File: config.mk
export PLATFORM = sky130hd
export DESIGN_NAME = piso_shifter
export DESIGN_NICKNAME = d
export VERILOG_FILES = /design/src/rtl/piso_pkg.sv /design/src/rtl/piso_sync.sv /design/src/rtl/piso_edge.sv /design/src/rtl/piso_core.sv /design/src/rtl/piso_shifter.sv
export SDC_FILE = /design/constraint.sdc
export NUM_CORES = 1
export LEC_CHECK = 0
export ABC_AREA = 1
export BUFFER_PORTS_ARGS = -buffer_cell sky130_fd_sc_hd__buf_2
export CAP_MARGIN = 5
export CORE_MARGIN = 2
export CORE_UTILIZATION = 57
export DETAILED_ROUTE_END_ITERATION = 7
export PLACE_DENSITY = 0.8
export SKIP_LAST_GASP = 1
export SLEW_MARGIN = 20
export SYNTH_ARGS = -nofsm -noshare
export SYNTH_HDL_FRONTEND = slang
export SYNTH_SLANG_ARGS = --single-unit
File: constraint.sdc
create_clock -name clk_i -period 2.1 [get_ports clk_i]
set_input_delay 0 -clock clk_i [delete_from_list [all_inputs] [get_ports clk_i]]
set_output_delay 0 -clock clk_i [all_outputs]
set_load 0.02 [all_outputs]
File: src/rtl/piso_pkg.sv
package piso_pkg;
  typedef enum logic [1:0] {
    MODE_HOLD  = 2'd0,
    MODE_LOAD  = 2'd1,
    MODE_SHIFT = 2'd2
  } shift_mode_e;
endpackage

File: src/rtl/piso_sync.sv
module piso_sync #(
  parameter int unsigned WIDTH = 1,
  parameter int unsigned STAGES = 2,
  parameter logic [WIDTH-1:0] RST_VAL = '0
) (
  input  logic             clk_i,
  input  logic             rst_ni,
  input  logic [WIDTH-1:0] d_i,
  output logic [WIDTH-1:0] q_o
);
  logic [WIDTH-1:0] pipe_q [STAGES];

  for (genvar s = 0; s < STAGES; s++) begin : g_stage
    if (s == 0) begin : g_first
      always_ff @(posedge clk_i or negedge rst_ni) begin
        if (!rst_ni) pipe_q[s] <= RST_VAL;
        else         pipe_q[s] <= d_i;
      end
    end else begin : g_next
      always_ff @(posedge clk_i or negedge rst_ni) begin
        if (!rst_ni) pipe_q[s] <= RST_VAL;
        else         pipe_q[s] <= pipe_q[s-1];
      end
    end
  end

  assign q_o = pipe_q[STAGES-1];
endmodule

File: src/rtl/piso_edge.sv
module piso_edge (
  input  logic clk_i,
  input  logic rst_ni,
  input  logic load_act_i,
  input  logic sclk_s_i,
  input  logic sen_n_s_i,
  output logic shift_o
);
  logic or_w;
  logic hist_q;

  assign or_w = sclk_s_i | sen_n_s_i;

  // history tracks OR level during load too, so a release never looks like an edge
  always_ff @(posedge clk_i or negedge rst_ni) begin
    if (!rst_ni) hist_q <= 1'b1;
    else         hist_q <= or_w;
  end

  assign shift_o = !load_act_i && !hist_q && or_w;

  p_single_pulse_r2: assert property (@(posedge clk_i) disable iff (!rst_ni)
    shift_o |=> !shift_o);

  p_enable_blocks_r4: assert property (@(posedge clk_i) disable iff (!rst_ni)
    (sen_n_s_i && $past(sen_n_s_i)) |-> !shift_o);

  p_release_no_shift_r7: assert property (@(posedge clk_i) disable iff (!rst_ni)
    ($past(load_act_i) && !load_act_i && !or_w) |-> !shift_o);
endmodule

File: src/rtl/piso_core.sv
module piso_core
  import piso_pkg::*;
#(
  parameter int unsigned WIDTH = 8
) (
  input  logic             clk_i,
  input  logic             rst_ni,
  input  shift_mode_e      mode_i,
  input  logic [WIDTH-1:0] par_i,
  input  logic             ser_i,
  output logic [WIDTH-1:0] q_o
);
  logic [WIDTH-1:0] q_q;

  always_ff @(posedge clk_i or negedge rst_ni) begin
    if (!rst_ni) begin
      q_q <= '0;
    end else begin
      unique case (mode_i)
        MODE_LOAD:  q_q <= par_i;
        MODE_SHIFT: q_q <= {q_q[WIDTH-2:0], ser_i};
        default:    q_q <= q_q;
      endcase
    end
  end

  assign q_o = q_q;

  p_load_takes_word_r1: assert property (@(posedge clk_i) disable iff (!rst_ni)
    (mode_i == MODE_LOAD) |=> (q_o == $past(par_i)));

  p_shift_one_place_r2: assert property (@(posedge clk_i) disable iff (!rst_ni)
    (mode_i == MODE_SHIFT) |=> (q_o == {$past(q_o[WIDTH-2:0]), $past(ser_i)}));

  p_hold_stable_r4: assert property (@(posedge clk_i) disable iff (!rst_ni)
    (mode_i == MODE_HOLD) |=> $stable(q_o));
endmodule

File: src/rtl/piso_shifter.sv
module piso_shifter
  import piso_pkg::*;
#(
  parameter int unsigned WIDTH = 8,
  parameter int unsigned SYNC_STAGES = 2
) (
  input  logic             clk_i,
  input  logic             rst_ni,
  input  logic             load_ni,
  input  logic [WIDTH-1:0] par_i,
  input  logic             ser_i,
  input  logic             sclk_i,
  input  logic             sen_ni,
  output logic             ser_o,
  output logic             ser_no
);
  localparam int unsigned SW = WIDTH + 4;
  // layout: {load_n, sclk, sen_n, ser, par}; idle values keep the combined clock high
  localparam logic [SW-1:0] SYNC_RST = {3'b111, {(WIDTH+1){1'b0}}};

  logic [SW-1:0]    sync_d, sync_q;
  logic             load_n_s, sclk_s, sen_n_s, ser_s;
  logic [WIDTH-1:0] par_s;
  logic             load_act, shift_w;
  shift_mode_e      mode;
  logic [WIDTH-1:0] q_w;

  assign sync_d = {load_ni, sclk_i, sen_ni, ser_i, par_i};

  piso_sync #(
    .WIDTH  (SW),
    .STAGES (SYNC_STAGES),
    .RST_VAL(SYNC_RST)
  ) u_sync (
    .clk_i (clk_i),
    .rst_ni(rst_ni),
    .d_i   (sync_d),
    .q_o   (sync_q)
  );

  assign {load_n_s, sclk_s, sen_n_s, ser_s, par_s} = sync_q;
  assign load_act = !load_n_s;

  piso_edge u_edge (
    .clk_i     (clk_i),
    .rst_ni    (rst_ni),
    .load_act_i(load_act),
    .sclk_s_i  (sclk_s),
    .sen_n_s_i (sen_n_s),
    .shift_o   (shift_w)
  );

  always_comb begin
    if (load_act)     mode = MODE_LOAD;
    else if (shift_w) mode = MODE_SHIFT;
    else              mode = MODE_HOLD;
  end

  piso_core #(
    .WIDTH(WIDTH)
  ) u_core (
    .clk_i (clk_i),
    .rst_ni(rst_ni),
    .mode_i(mode),
    .par_i (par_s),
    .ser_i (ser_s),
    .q_o   (q_w)
  );

  // load is transparent to the output
  assign ser_o  = load_act ? par_s[WIDTH-1] : q_w[WIDTH-1];
  assign ser_no = ~ser_o;

  p_reset_clear_r9: assert property (@(posedge clk_i)
    !rst_ni |=> (q_w == '0));
endmodule

==> out/qor.csv <==
metric,value,unit
Ant. Diodes,0,
flop-to-flop setup slack,0.85,ns
detailed-route DRC error count,0,
reg2reg path depth,5,
Least-Margin Pin Slew,0.662,ns
post-CTS setup buffer count,0,
syn nets,89,
Syn. warnings,0,
"most common cell after layout, fill and taps aside",dfrtp_1,
final wirelength,1570,µm
critical path's largest stage delay,0.67,ns
Post-Synth XOR/XNOR Area,0,%
total power,0.00110,W
multiplexer share of the synthesized area,0,%
P_leak,0.638,nW
Max VDD drop,0.000654,V
#FFs+latches synth,33,
CP Max Fanout,10,
Crit Path Category,reg -> out,
Final Util,76.4,%
Layout Nets,123,
first-pass GRT wire length,2620,µm
Worst EP required,2.10,ns
combinational family with the most area after synthesis,simple AND/OR/NAND/NOR gates,
Final Hold Violating Endpoints,0,
clk buf depth,2,
Clock Pin Slew Worst Setup and Hold Paths,0.09,ns
"Slew Viols, Final",0,
max-cap check violation count,0,
outcome,finished clean,
CTS Buf Count,5,
"Seq/Total Area, Yosys",78.7,%
most frequent cells in the layout,"26 x dfrtp_1, 22 x nand3_1, 15 x buf_2",
vias per inst,4.73,
die area,0.00222,mm²
total congestion overflow,0,
RSZ-0062 raised after global routing,false,
Final ANT Viol Nets,0,
initial core utilization,60.7,%
Buf/Inv on CP,2,
Critical R2R Launch,u_sync.q_o[11],
clk_lat worst skew,0.32,ns
Fin Setup TNS,0,ns
Cells after DPL,114,
All-Layer GR Usage,18.6,%
f_max,725,MHz
reg2reg end,u_core.q_o[0],
CTS sink count,33,
Die Span X,47.1,µm
initial drt markers,31,
die height,47.1,µm
Synth Area in Compound Gates,0.472,%
Slew headroom,55.9,%
CP cell instances,nand2_1 -> o21ai_1 -> inv_1 -> buf_2,
HPWL Detailed,981,µm
"delay-heaviest family, CP",flip-flops,
fin crit share,65.7,%
Yosys cell types,11,
Critical Path AT,1.38,ns
area post-placement,0.00115,mm²
number of global-route vias before repair,625,
"Slowest-stage cell, CP",dfstp_2,
simple-gate portion of the synthesized area,17.5,%
Root Buffer,clkbuf_4,
final setup fails,0,
vias,638,
clock skew,0.00929,ns
Worst setup SP type,register,
H-tree depth,2,
P&R area growth vs syn,25.9,%
wire length per cell,11.6,µm
Crit. End Element,primary output,
Hold WC Path Type,in -> async,
final std cells w/o fill,135,
Synth Cell Area,0.00106,mm²
design area,0.00133,mm²
synthesized area per cell,14.1,µm²
synthesized netlist cell count,75,
share of layout cells above drive strength 1,28.2,%
IO Pins,16,
initial antenna violation count,0,
largest net degree at the start of global routing,34,
Post-Synth Adder-Cell Area,0,%
CTS tree,yes,
FP Rows,15,
P per Cell Area,823,mW/mm²
Core Area,0.00175,mm²
gpl congestion,0.766,
final period demand of the worst path,1.38,ns
1st-pass router iterations,4,
Buffers on Ports,15,
-- worst max path at each step --
stage                     slack [ns]  cells past startpoint             to            from
after floorplan                 0.94                      5  u_core.q_o[7]  u_sync.q_o[11]
after global placement          0.87                      5  u_core.q_o[6]  u_sync.q_o[11]
after detailed placement        0.85                      5  u_core.q_o[3]  u_sync.q_o[11]
after CTS                       0.71                      4         ser_no  u_sync.q_o[11]
after global routing            0.62                      4         ser_no  u_sync.q_o[11]
final                           0.72                      4         ser_no  u_sync.q_o[11]
-- cell usage after synthesis, drive strengths merged --
master | instances | area share (%)
dfstp | 7 | 17
dfrtp | 26 | 61
nand2 | 12 | 5.2
nor2 | 1 | 1.9
nand3 | 22 | 10
o21ai | 1 | 0.47
buf | 1 | 1.1
inv | 5 | 2.2
-- layout make-up --
class                           instances  area, µm²
Fill cell                             110        412
Timing Repair Buffer                   28        205
Inverter                                5       23.8
Tap cell                               25       31.3
Clock buffer                            8       48.8
Sequential cell                        33        835
Multi-Input combinational cell         36        190
-- stage by stage --
stage,setup slack (ns),hold slack [ns]
3_5_place_dp,0.847,0.0723
2_1_floorplan,0.939,-0.296
5_1_grt,0.620,0.310
3_3_place_gp,0.871,0.0612
4_1_cts,0.709,0.266
6_report,0.721,0.241
-- flip-flops by register name, indices dropped and copies added, names as in the netlist --
register	count
u_core.q_o	8
u_sync.pipe_q	12
u_edge.hist_q	1
u_sync.q_o	12
-- routing by layer --
layer  wire length, µm  vias to the layer above  GRT usage, %
li1                  -                      311             -
met4                31                        0          10.0
met3               104                        5          7.69
met5                 0                        -             0
met2               819                       25          30.4
met1               613                      297          20.9
-- power breakdown --
group          total [W]  switching, W  internal, W
clock network   0.000308      0.000175     0.000133
registers       0.000702     0.0000208     0.000682
logic          0.0000869     0.0000453    0.0000416
-- repair_timing --
item	CTS	global route
hold endpoints to repair	38	0
resized for setup	0	0
hold buffers	13	0
-- logic make-up after synthesis --
family | after synthesis
flops | 33
compound gates | 1
simple gates | 35
buf+inv | 6
(Power assumes the default switching activity.)
